File: src/rtl/rdo_pkg.sv
package rdo_pkg;

   // One pipeline slot: act = drivers should be on, fresh = a new word is due
   typedef struct packed {
      logic act;
      logic fresh;
   } rdo_slot_t;

   localparam rdo_slot_t RDO_OFF = '{act: 1'b0, fresh: 1'b0};

   // Command acceptance: deselect beats read; no command holds the drive state
   function automatic rdo_slot_t rdo_accept(input rdo_slot_t cur,
                                            input logic rd,
                                            input logic ds);
      rdo_slot_t nxt;
      nxt.fresh = rd & ~ds;
      if (ds)
         nxt.act = 1'b0;
      else if (rd)
         nxt.act = 1'b1;
      else
         nxt.act = cur.act;
      return nxt;
   endfunction

endpackage

File: src/rtl/rdo_cmd_stage.sv
module rdo_cmd_stage
   import rdo_pkg::*;
(
   input  logic      clk,
   input  logic      rst_n,
   input  logic      rd_req,
   input  logic      desel,
   output rdo_slot_t slot_o
);

   rdo_slot_t slot_q;

   always_ff @(posedge clk or negedge rst_n) begin
      if (!rst_n)
         slot_q <= RDO_OFF;
      else
         slot_q <= rdo_accept(slot_q, rd_req, desel);
   end

   assign slot_o = slot_q;

endmodule

File: src/rtl/rdo_shift_stage.sv
module rdo_shift_stage
   import rdo_pkg::*;
(
   input  logic      clk,
   input  logic      rst_n,
   input  rdo_slot_t slot_i,
   output rdo_slot_t slot_o
);

   rdo_slot_t slot_q;

   always_ff @(posedge clk or negedge rst_n) begin
      if (!rst_n)
         slot_q <= RDO_OFF;
      else
         slot_q <= slot_i;
   end

   assign slot_o = slot_q;

endmodule

File: src/rtl/rdo_data_path.sv
module rdo_data_path #(
   parameter int DATA_W     = 36,
   parameter bit RESET_DATA = 1'b1
) (
   input  logic              clk,
   input  logic              rst_n,
   input  logic              pipe_mode,
   input  logic              load,
   input  logic [DATA_W-1:0] rd_data,
   output logic [DATA_W-1:0] dout
);

   logic [DATA_W-1:0] word_q;

   // Output register: captures each word on the edge that ends its array cycle
   generate
      if (RESET_DATA) begin : g_rst
         always_ff @(posedge clk or negedge rst_n) begin
            if (!rst_n)
               word_q <= '0;
            else if (load)
               word_q <= rd_data;
         end
      end else begin : g_norst
         always_ff @(posedge clk) begin
            if (load)
               word_q <= rd_data;
         end
      end
   endgenerate

   // Flow-through bypasses the register only while a fresh word is present
   always_comb begin
      if (!pipe_mode && load)
         dout = rd_data;
      else
         dout = word_q;
   end

endmodule

File: src/rtl/rdo_pipe.sv
module rdo_pipe
   import rdo_pkg::*;
#(
   parameter int DATA_W     = 36,
   parameter int ARRAY_LAT  = 1,
   parameter bit RESET_DATA = 1'b1
) (
   input  logic              clk,
   input  logic              rst_n,
   input  logic              pipe_mode,
   input  logic              rd_req,
   input  logic              desel,
   input  logic [DATA_W-1:0] rd_data,
   input  logic              oe,
   output logic [DATA_W-1:0] dout,
   output logic              drive_en
);

   localparam int TAP = ARRAY_LAT;

   generate
      if (DATA_W < 1) begin : g_bad_width
         $error("rdo_pipe: DATA_W must be at least 1");
      end
      if (ARRAY_LAT < 1 || ARRAY_LAT > 8) begin : g_bad_lat
         $error("rdo_pipe: ARRAY_LAT must lie in 1..8");
      end
   endgenerate

   rdo_slot_t chain [0:TAP];
   rdo_slot_t out_slot;
   logic      drive_state;

   rdo_cmd_stage u_cmd (
      .clk    (clk),
      .rst_n  (rst_n),
      .rd_req (rd_req),
      .desel  (desel),
      .slot_o (chain[0])
   );

   // Array access stages: reads and deselects advance together
   generate
      for (genvar i = 1; i <= TAP; i++) begin : g_arr
         rdo_shift_stage u_stg (
            .clk    (clk),
            .rst_n  (rst_n),
            .slot_i (chain[i-1]),
            .slot_o (chain[i])
         );
      end
   endgenerate

   // Output register stage, used in pipelined timing
   rdo_shift_stage u_out (
      .clk    (clk),
      .rst_n  (rst_n),
      .slot_i (chain[TAP]),
      .slot_o (out_slot)
   );

   rdo_data_path #(
      .DATA_W     (DATA_W),
      .RESET_DATA (RESET_DATA)
   ) u_data (
      .clk       (clk),
      .rst_n     (rst_n),
      .pipe_mode (pipe_mode),
      .load      (chain[TAP].fresh),
      .rd_data   (rd_data),
      .dout      (dout)
   );

   assign drive_state = pipe_mode ? out_slot.act : chain[TAP].act;
   assign drive_en    = drive_state & oe;

endmodule

File: config.mk
export PLATFORM = sky130hd
export DESIGN_NAME = rdo_pipe
export DESIGN_NICKNAME = d
export VERILOG_FILES = /design/src/rtl/rdo_pkg.sv /design/src/rtl/rdo_cmd_stage.sv /design/src/rtl/rdo_shift_stage.sv /design/src/rtl/rdo_data_path.sv /design/src/rtl/rdo_pipe.sv
export SDC_FILE = /design/constraint.sdc
export NUM_CORES = 1
export LEC_CHECK = 0
export ABC_CLOCK_PERIOD_IN_PS = 1100
export BUFFER_PORTS_ARGS = -buffer_cell sky130_fd_sc_hd__buf_2
export CAP_MARGIN = 20
export CORE_AREA = 2 2 78 80
export CTS_CLUSTER_DIAMETER = 200
export DETAILED_ROUTE_END_ITERATION = 10
export DIE_AREA = 0 0 80 82
export SLEW_MARGIN = 0
export SYNTH_ARGS = -nofsm -noshare
export SYNTH_HDL_FRONTEND = slang
export SYNTH_SLANG_ARGS = --single-unit
File: constraint.sdc
create_clock -name clk -period 1.1 [get_ports clk]
set_clock_uncertainty 0.1 [all_clocks]
set_input_delay 0 -clock clk [delete_from_list [all_inputs] [get_ports clk]]
set_output_delay 0 -clock clk [all_outputs]
set_load 0.01 [all_outputs]
==> results.txt, run 1 <==
----------------------------------------------------
[Status]
  Outcome ... finished, violations left
  Failing checks ... negative setup slack

[Worst setup path]
  Worst reg2reg setup slack ... -430 ps
  Maximum fanout along the worst path ... 6
  Family with the most delay on the worst path ... flip-flops
  Worst Setup Path Type ... register to output pin
  Worst setup EP type ... output pin
  Worst path bufs/invs ... 3
  Nature of the critical path startpoint ... register
  Cell with the most instances on the worst path ... sky130_fd_sc_hd__buf_12
  CP Data Arrival Time ... 1510 ps
  Slowest stage delay, CP ... 420 ps
  Crit-path cells ... nand2b_4 > buf_12 > buf_12 > mux2_4 > buf_6
  Slowest cell on the critical path ... sky130_fd_sc_hd__dfrtp_1
  Req. time, crit path ... 1000 ps

[GRT]
  First-pass GRT wire length ... 7.76 mm
  Overflow left after global routing ... 0
  Vias in the first global route ... 1638
  Initial antenna violation count ... 0
  Global routing usage summed across all routing layers ... 0.155
  Maximum number of pins on one net before global-route repair ... 42

[Routing]
  Wire per inst ... 14.1 um
  Count of TritonRoute iterations in the first routing pass ... 4
  Remaining number of nets flagged by the antenna check after routing ... 0
  Via density per instance ... 4.48
  Detailed-route DRC error count ... 0
  Detailed Route Iter0 Violations ... 15
  Final WL ... 4.73 mm
  Vias after detailed routing ... 1505

[CTS]
  Root buffer cell ... sky130_fd_sc_hd__clkbuf_8
  Worst-Skew Late Latency ... 290 ps
  Worst-case clock buffer depth ... 2
  CTS tree ... yes
  Count of H-tree levels built during CTS ... 2
  Register clock-pin slew on the reported worst setup and hold paths ... 80 ps
  CTS buffer count ... 5
  Number of sinks handled by clock tree synthesis ... 41

[Yosys]
  Total nets after synthesis ... 169
  Sequential element share of the synthesized area ... 0.498
  Library cells used by synthesis ... 9
  Post-synthesis cell count ... 127
  Number of synthesis warnings ... 0
  Post-synthesis instance area ... 2060 sq um
  Mean cell area of the mapped netlist ... 16.2 sq um
  Flip-flop and latch count after synthesis ... 41

[Cells and area]
  Number of nets in the final layout ... 302
  Post-route design area ... 3460 sq um
  Core utilization of the finished layout ... 0.602
  P&R area growth vs syn ... 68.0%
  Number of antenna cells inserted ... 0
  Number of fill cells ... 483
  Share of final-layout standard cells stronger than drive strength 1 ... 0.674

[Place]
  DP Wirelength ... 2.81 mm
  Final Wtd Congestion ... 0.643
  # port buffers ... 78
  Pre-CTS setup slack ... -178 ps
  Placed instance area ... 2620 sq um

[Power]
  Static Leak ... 1.71 nW
  Cell area power density ... 1260 nW/um^2
  Portion of total power attributed to the clock network ... 0.245
  Cell-internal power ... 3.28 mW
  Total net switching power ... 1.09 mW
  Net Sw Frac ... 0.249
  Relative contribution of combinational cells to total power ... 0.339
  Worst ir drop on vdd ... 0.865 mV
  Fraction of power consumed by sequential logic ... 0.416

[Run]
  Number of maximum-capacitance violations ... 0

[STA]
  Crit share post-route ... 1.46
  Minimum clock period ... 1610 ps
  RSZ-0062 raised after global routing ... true
  Worst-Margin Slew ... 224 ps
  Final critical-path setup slack ... -506 ps
  Max Fclk ... 623 MHz
  Pins over their slew limit ... 0
  Worst Hold Slack ... 94.8 ps
  Final number of hold-violating endpoints ... 0
  Total setup violations reported at the end of the flow ... 73
  Slew HR ... 0.851

[Worst hold path]
  Hold WC Path Type ... input pin to async pin

[Floorplan]
  Top-level I/O count ... 79
  Placeable Area ... 5750 sq um
  Total Die Area ... 6560 sq um
  Site Rows ... 28
  Initial Util ... 0.358
  Die width ... 80 um
  Die Span Y ... 82 um

----------------------------------------------------
==> worst reg2reg max path, delay by kind of cell, from the launching register on <==
family,cells,cell delay [ps]
buffers and inverters,4,630
DFF,1,420
muxes,1,270
==> power groups by stage <==
| stage | combinational, mW | sequential, mW | clock (mW) |
|---|---|---|---|
| finish | 1.48 | 1.82 | 1.07 |
| detailed placement | 1.07 | 1.84 | 0 |
| floorplan | 0.694 | 1.81 | 0 |
| global placement | 1.06 | 1.84 | 0 |
| global route | 1.59 | 1.85 | 1.16 |
| CTS | 1.50 | 1.82 | 1.12 |
==> final cells by class <==
type	count	area (sq um)	area share
clock buffers	7	96.3	0.0278
clock inverters	1	5.00	0.00145
flip-flops and latches	41	1030	0.296
well taps	75	93.8	0.0271
repair buffers	134	1250	0.361
multi-input cells	78	990	0.286
==> per-stage QoR <==
stage | TNS [ps] | instances | total power, mW
2_1_floorplan | -8220 | 127 | 2.51
3_5_place_dp | -10580 | 281 | 2.91
4_1_cts | -29200 | 337 | 4.43
5_1_grt | -35560 | 336 | 4.59
6_report | -31120 | 336 | 4.37
3_3_place_gp | -9690 | 281 | 2.89
==> cells by family (layout without fill, tap and decap cells) <==
logic type    after synthesis  in the layout  share of synthesized area
mux                        73             73                      0.453
simple gates                5              5                     0.0140
flops                      41             41                      0.498
buf+inv                     8            142                     0.0346
==> worst paths after layout <==
kind | endpoint | start | cells after the start
max in group asynchronous | u_data.word_q[29] | rst_n | 3
min in group clk | dout[5] | rd_data[5] | 3
min reg2reg | g_arr[1].u_stg.slot_o[0] | u_cmd.slot_o[0] | 0
max | dout[0] | g_arr[1].u_stg.slot_o[0] | 5
max reg2reg | u_data.word_q[26] | g_arr[1].u_stg.slot_o[0] | 5
min | u_data.word_q[5] | rst_n | 3
==> flip-flops by register name, summed over array words and instances, names as in the netlist <==
| signal | count |
|---|---|
| g_arr.u_stg.slot_o | 2 |
| u_data.word_q | 36 |
| u_out.slot_o | 1 |
| u_cmd.slot_o | 2 |
==> per-layer routing <==
metal  GRT usage  vias up  routed length, um
met5           0        -                  0
met4      0.0458        0                 53
met3      0.0407        5                270
met2       0.286       41               2560
met1       0.176      740               1850
li1            -      719                  -
==> synthesized netlist by cell type <==
library cell / instances / area (sq um)
sky130_fd_sc_hd__mux2_2: 42 / 473
sky130_fd_sc_hd__dfrtp_1: 41 / 1030
sky130_fd_sc_hd__mux2_4: 30 / 450
sky130_fd_sc_hd__buf_6: 5 / 56.3
sky130_fd_sc_hd__buf_2: 3 / 15.0
sky130_fd_sc_hd__nor2_1: 2 / 7.51
sky130_fd_sc_hd__nor2b_1: 2 / 12.5
sky130_fd_sc_hd__mux2i_1: 1 / 10.0
sky130_fd_sc_hd__nand2b_2: 1 / 8.76
==> cells in the final DEF, fill, tap and decap left out <==
cell,synthesis,final
sky130_fd_sc_hd__buf_12,0,6
sky130_fd_sc_hd__buf_16,0,2
sky130_fd_sc_hd__buf_2,3,50
sky130_fd_sc_hd__buf_4,0,2
sky130_fd_sc_hd__buf_6,5,33
sky130_fd_sc_hd__buf_8,0,1
sky130_fd_sc_hd__bufbuf_16,0,1
sky130_fd_sc_hd__clkbuf_8,0,7
sky130_fd_sc_hd__clkinv_2,0,1
sky130_fd_sc_hd__dfrtp_1,41,41
sky130_fd_sc_hd__dlygate4sd3_1,0,39
sky130_fd_sc_hd__mux2_2,42,36
sky130_fd_sc_hd__mux2_4,30,36
sky130_fd_sc_hd__mux2i_1,1,1
sky130_fd_sc_hd__nand2b_4,0,1
sky130_fd_sc_hd__nor2_1,2,2
sky130_fd_sc_hd__nor2b_1,2,2
==> what timing repair did <==
item,4_1_cts,5_1_grt
buffers inserted,7,1
endpoints found under the setup margin,73,73
gates resized for setup,44,3
hold endpoints to repair,79,0
cloned,4,0
hold buffers,39,0
Note: power is estimated with default switching activity, not from simulation.
==> inputs of run 2 (changes only) <==
--- a/config.mk
+++ b/config.mk
@@ -12,6 +12,7 @@
 export CTS_CLUSTER_DIAMETER = 200
 export DETAILED_ROUTE_END_ITERATION = 10
 export DIE_AREA = 0 0 80 82
+export PLACE_DENSITY_LB_ADDON = 0.2
 export SLEW_MARGIN = 0
 export SYNTH_ARGS = -nofsm -noshare
 export SYNTH_HDL_FRONTEND = slang
==> run 2 against run 1 <==
Net effect: the run still ends with negative setup slack left; clock power rose by 15%; routed wire length fell by 4.1%; combinational power barely moved; count of clock-buffer cells in the layout did not move; die area did not move; largest power group unchanged; highest routed layer unchanged.
==> results.txt, run 2 (synthesis gave the netlist of run 1 again) <==
----------------------------------------------------
[Power]
  Static Leak ... 1.70 nW
  Cell area power density ... 1310 nW/um^2
  Power Total ... 4.56 mW
  Worst ir drop on vdd ... 0.940 mV

[CTS]
  Number of sinks handled by clock tree synthesis ... 41
  Root buffer cell ... sky130_fd_sc_hd__clkbuf_8
  Worst-Skew Late Latency ... 280 ps
  CTS tree ... yes
  CTS buffer count ... 5
  Count of H-tree levels built during CTS ... 2
  Register clock-pin slew on the reported worst setup and hold paths ... 80 ps
  Worst-case clock buffer depth ... 2

[Cells and area]
  Number of fill cells ... 477
  P&R area growth vs syn ... 68.9%
  Leading cell type in the layout, fill and taps excluded ... sky130_fd_sc_hd__buf_2
  Most used cells in the layout excluding fill and tap cells ... sky130_fd_sc_hd__buf_2 (43), sky130_fd_sc_hd__dfrtp_1 (41), sky130_fd_sc_hd__dlygate4sd3_1 (39)
  Final Instance Count excl. Fillers ... 333
  Share of final-layout standard cells stronger than drive strength 1 ... 0.667
  Number of antenna cells inserted ... 0
  Number of flip-flops under the largest register name ... 36
  Post-route design area ... 3480 sq um
  Register with the highest flop count ... u_data.word_q
  Number of nets in the final layout ... 299
  Core utilization of the finished layout ... 0.605

[Routing]
  Vias after detailed routing ... 1494
  Remaining number of nets flagged by the antenna check after routing ... 0
  Via density per instance ... 4.49
  Detailed-route DRC error count ... 0
  Final WL ... 4.54 mm
  Detailed Route Iter0 Violations ... 46
  Wire per inst ... 13.6 um
  Count of TritonRoute iterations in the first routing pass ... 3

[STA]
  Worst-Margin Slew ... 221 ps
  Pins over their slew limit ... 0
  Final critical-path setup slack ... -442 ps
  RSZ-0062 raised after global routing ... true
  Total setup violations reported at the end of the flow ... 72
  Worst Hold Slack ... 118 ps
  Crit share post-route ... 1.40
  Minimum clock period ... 1540 ps
  Final number of hold-violating endpoints ... 0
  Setup TNS Final ... -23350 ps
  Max Fclk ... 649 MHz
  Slew HR ... 0.853

[Worst setup path]
  Reg2reg path depth ... 4
  Worst Setup Path Type ... register to output pin
  Worst path bufs/invs ... 2
  Nature of the critical path startpoint ... register
  CP Data Arrival Time ... 1440 ps
  Maximum fanout along the worst path ... 16
  Slowest cell on the critical path ... sky130_fd_sc_hd__dfrtp_1
  CP Depth ... 4
  Crit-path cells ... nand2b_4 > buf_12 > mux2_4 > buf_6
  Family with the most delay on the worst path ... flip-flops
  Slowest stage delay, CP ... 410 ps
  Req. time, crit path ... 1000 ps
  Worst setup EP type ... output pin

[GRT]
  First-pass GRT wire length ... 6.73 mm
  Maximum number of pins on one net before global-route repair ... 42
  Initial antenna violation count ... 0
  Overflow left after global routing ... 0
  Vias in the first global route ... 1530
  Global routing usage summed across all routing layers ... 0.132

[Worst hold path]
  Hold WC Path Type ... input pin to async pin

[Place]
  Placed instance area ... 2560 sq um
  # port buffers ... 78
  DP Wirelength ... 2.63 mm
  Placed instance count ... 278
  Final Wtd Congestion ... 0.650
  Pre-CTS setup slack ... -212 ps

[Floorplan]
  Die Span Y ... 82 um
  Top-level I/O count ... 79
  Total Die Area ... 6560 sq um
  Placeable Area ... 5750 sq um
  Die width ... 80 um
  Site Rows ... 28
  Initial Util ... 0.358

[Status]
  Outcome ... finished, violations left
  Failing checks ... negative setup slack

[Run]
  Number of maximum-capacitance violations ... 0

----------------------------------------------------
[run 2: worst paths after layout]
path | startpoint | to | slack, ps
worst min-delay path | rst_n | u_data.word_q[22] | 120
max in group asynchronous | rst_n | g_arr[1].u_stg.slot_o[0] | 570
worst max register to register | g_arr[1].u_stg.slot_o[0] | u_data.word_q[32] | -250
min in group clk | rd_data[4] | dout[4] | 210
worst min register to register | u_cmd.slot_o[0] | g_arr[1].u_stg.slot_o[0] | 250
worst max-delay path | g_arr[1].u_stg.slot_o[0] | dout[9] | -440
[run 2: repair_timing]
action                                  in CTS  in global routing
resized for setup                           36                 15
endpoints found under the hold margin       79                  0
endpoints found under the setup margin      73                 73
gates cloned                                 1                  3
setup buffers                                2                  2
hold buffers                                39                  0
[run 2: cell type report]
cell class / count / area, sq um / share of cell area
clock inverter: 1 / 30.0 / 0.00863
clock buffer: 7 / 86.3 / 0.0248
sequential: 41 / 1030 / 0.295
multi-input combinational: 78 / 986 / 0.283
tap: 75 / 93.8 / 0.0270
timing repair buffer: 131 / 1260 / 0.361
[run 2: routing by layer]
layer | wire length (um) | up-vias | track usage
li1 | - | 716 | -
met4 | 19 | 0 | 0.0356
met5 | 0 | - | 0
met3 | 256 | 2 | 0.0352
met1 | 1910 | 732 | 0.160
met2 | 2350 | 44 | 0.233
[run 2: worst reg2reg max path: stages, from the launching register on]
cell	delay, ps
sky130_fd_sc_hd__dfrtp_1	390
sky130_fd_sc_hd__buf_4	140
sky130_fd_sc_hd__buf_12	130
sky130_fd_sc_hd__clkbuf_16	160
sky130_fd_sc_hd__mux2_2	320
[run 2: report_power, final]
| group | internal, mW | switching, mW |
|---|---|---|
| Clock | 0.740 | 0.494 |
| Sequential | 1.71 | 0.101 |
| Combinational | 1.03 | 0.484 |
| Total | 3.48 | 1.08 |
==> inputs of run 3 (changes only) <==
--- a/config.mk
+++ b/config.mk
@@ -8,11 +8,11 @@
 export ABC_CLOCK_PERIOD_IN_PS = 1100
 export BUFFER_PORTS_ARGS = -buffer_cell sky130_fd_sc_hd__buf_2
 export CAP_MARGIN = 20
-export CORE_AREA = 2 2 78 80
+export CORE_AREA = 2 2 72 74
 export CTS_CLUSTER_DIAMETER = 200
 export DETAILED_ROUTE_END_ITERATION = 10
-export DIE_AREA = 0 0 80 82
-export PLACE_DENSITY_LB_ADDON = 0.2
+export DIE_AREA = 0 0 74 76
+export PLACE_DENSITY = 0.75
 export SLEW_MARGIN = 0
 export SYNTH_ARGS = -nofsm -noshare
 export SYNTH_HDL_FRONTEND = slang
==> run 3 against run 2 <==
Net effect: the run still ends with negative setup slack left; count of clock-buffer cells in the layout stayed put; critical path depth stayed put; clock power hardly changed; flip-flop and latch count stayed put; final cell count is 2.4% lower; non-clock buffer count is 3 lower; combinational power is 3% lower; sequential share of layout area is 0.93 points higher; worst hold slack worse by 15 ps; largest cell class unchanged; maximum frequency is 2.2% lower.
==> results.txt, run 3 (synthesis gave the netlist of run 1 again) <==
----------------------------------------------------
[Cells and area]
  Leading cell type in the layout, fill and taps excluded ... sky130_fd_sc_hd__buf_2
  Post-route design area ... 3370 sq um
  Number of flip-flops under the largest register name ... 36
  Share of final-layout standard cells stronger than drive strength 1 ... 0.663
  Register with the highest flop count ... u_data.word_q
  Flip-flop and latch area ... 1030 sq um
  Most used cells in the layout excluding fill and tap cells ... sky130_fd_sc_hd__buf_2 (48), sky130_fd_sc_hd__dfrtp_1 (41), sky130_fd_sc_hd__mux2_2 (39), sky130_fd_sc_hd__dlygate4sd3_1 (39), sky130_fd_sc_hd__mux2_4 (33)
  Number of fill cells ... 348
  P&R area growth vs syn ... 63.7%
  Number of antenna cells inserted ... 0
  Combined area of the multi-input logic cells ... 978 sq um
  Number of nets in the final layout ... 296

[GRT]
  Initial antenna violation count ... 0
  Global routing usage summed across all routing layers ... 0.173
  Vias in the first global route ... 1628
  Overflow left after global routing ... 0
  First-pass GRT wire length ... 7.45 mm
  Maximum number of pins on one net before global-route repair ... 42

[CTS]
  Number of sinks handled by clock tree synthesis ... 41
  Worst-case clock buffer depth ... 2
  Count of H-tree levels built during CTS ... 2
  Root buffer cell ... sky130_fd_sc_hd__clkbuf_8
  CTS buffer count ... 5
  CTS tree ... yes
  Register clock-pin slew on the reported worst setup and hold paths ... 80 ps
  Worst-Skew Late Latency ... 280 ps

[Floorplan]
  Placeable Area ... 4910 sq um
  Total Die Area ... 5620 sq um
  Die Span Y ... 76 um
  Die width ... 74 um
  Initial Util ... 0.419
  Top-level I/O count ... 79
  Site Rows ... 26

[STA]
  RSZ-0062 raised after global routing ... true
  Slew HR ... 0.852
  Total setup violations reported at the end of the flow ... 72
  Max Fclk ... 635 MHz
  Final critical-path setup slack ... -476 ps
  Pins over their slew limit ... 0
  Worst-Margin Slew ... 222 ps
  Crit share post-route ... 1.43
  Minimum clock period ... 1580 ps
  Final number of hold-violating endpoints ... 0

[Routing]
  Detailed Route Iter0 Violations ... 52
  Wire per inst ... 14.6 um
  Final WL ... 4.76 mm
  Via density per instance ... 4.69
  Remaining number of nets flagged by the antenna check after routing ... 0
  Count of TritonRoute iterations in the first routing pass ... 2
  Vias after detailed routing ... 1523
  Detailed-route DRC error count ... 0

[Worst setup path]
  Req. time, crit path ... 1000 ps
  Worst setup EP type ... output pin
  Slowest cell on the critical path ... sky130_fd_sc_hd__dfrtp_1
  Worst Setup Path Type ... register to output pin
  Slowest stage delay, CP ... 410 ps
  Nature of the critical path startpoint ... register
  Reg2reg path depth ... 3
  Worst reg2reg setup slack ... -190 ps
  Endpoint of the worst-slack reg-to-reg timing path ... u_data.word_q[1]
  Crit-path cells ... nand2b_4 > buf_12 > mux2_4 > buf_6
  Family with the most delay on the worst path ... flip-flops
  Worst path bufs/invs ... 2
  FF-to-FF Start ... g_arr[1].u_stg.slot_o[0]
  Maximum fanout along the worst path ... 10
  CP Depth ... 4
  CP Data Arrival Time ... 1480 ps

[Run]
  Number of maximum-capacitance violations ... 0

[Place]
  Final Wtd Congestion ... 0.700
  DP Wirelength ... 2.74 mm
  # port buffers ... 78
  Placed instance area ... 2580 sq um

[Status]
  Outcome ... finished, violations left
  Failing checks ... negative setup slack

[Power]
  Power Total ... 4.51 mW
  Worst ir drop on vdd ... 0.819 mV
  Static Leak ... 1.65 nW
  Cell area power density ... 1340 nW/um^2

[Worst hold path]
  Hold WC Path Type ... input pin to async pin

----------------------------------------------------
run 3: cell type report:
type                            instances  area share
Sequential cell                        41       0.304
Clock buffer                            7      0.0256
Tap cell                               70      0.0260
Multi-Input combinational cell         78       0.290
Timing Repair Buffer                  128       0.345
Clock inverter                          1     0.00891
run 3: worst reg2reg max path, delay by kind of cell, from the launching register on:
kind / cells / cell delay, ps
buf+inv: 2 / 350
flops: 1 / 390
mux: 1 / 340
run 3: timing repair:
item / CTS / global route
pin swaps: 0 / 0
setup endpoints to repair: 73 / 73
cloned: 1 / 1
setup buffers: 1 / 1
hold buffers: 39 / 0
hold endpoints to repair: 79 / 0
resized for setup: 36 / 4
run 3: how the worst max path moves through the flow:
stage                                         from           endpoint  slack (ps)
after global placement    g_arr[1].u_stg.slot_o[0]            dout[0]        -180
final                     g_arr[1].u_stg.slot_o[0]           dout[21]        -480
after CTS                 g_arr[1].u_stg.slot_o[0]           dout[33]        -490
after floorplan           g_arr[1].u_stg.slot_o[0]           dout[10]        -140
after global routing      g_arr[1].u_stg.slot_o[0]           dout[35]        -530
after detailed placement  g_arr[1].u_stg.slot_o[0]  u_data.word_q[31]        -210
run 3: per-layer routing:
layer	wire length (um)	vias to the layer above	track usage	share of wire
li1	-	707	-	-
met1	1850	756	0.198	0.39
met2	2580	49	0.305	0.54
met3	214	11	0.0331	0.045
met4	116	0	0.0764	0.024
met5	0	-	0	0
run 3: report_power, final:
part           leakage (nW)  total, mW  internal (mW)  switching [mW]
Clock                0.0585       1.23          0.740           0.489
Sequential            0.486       1.82           1.71           0.106
Combinational          1.11       1.46          0.968           0.494
Total                  1.65       4.51           3.42            1.09
run 3: through the flow:
step	hold WS [ps]	utilization	worst slack [ps]	std cells	TNS (ps)
floorplan	-396	-	-143	127	-8220
global placement	-108	0.525	-183	275	-10850
detailed placement	-112	0.525	-209	275	-12120
CTS	104	0.680	-489	324	-23320
global route	134	0.686	-530	325	-25830
finish	104	0.686	-476	325	-22580
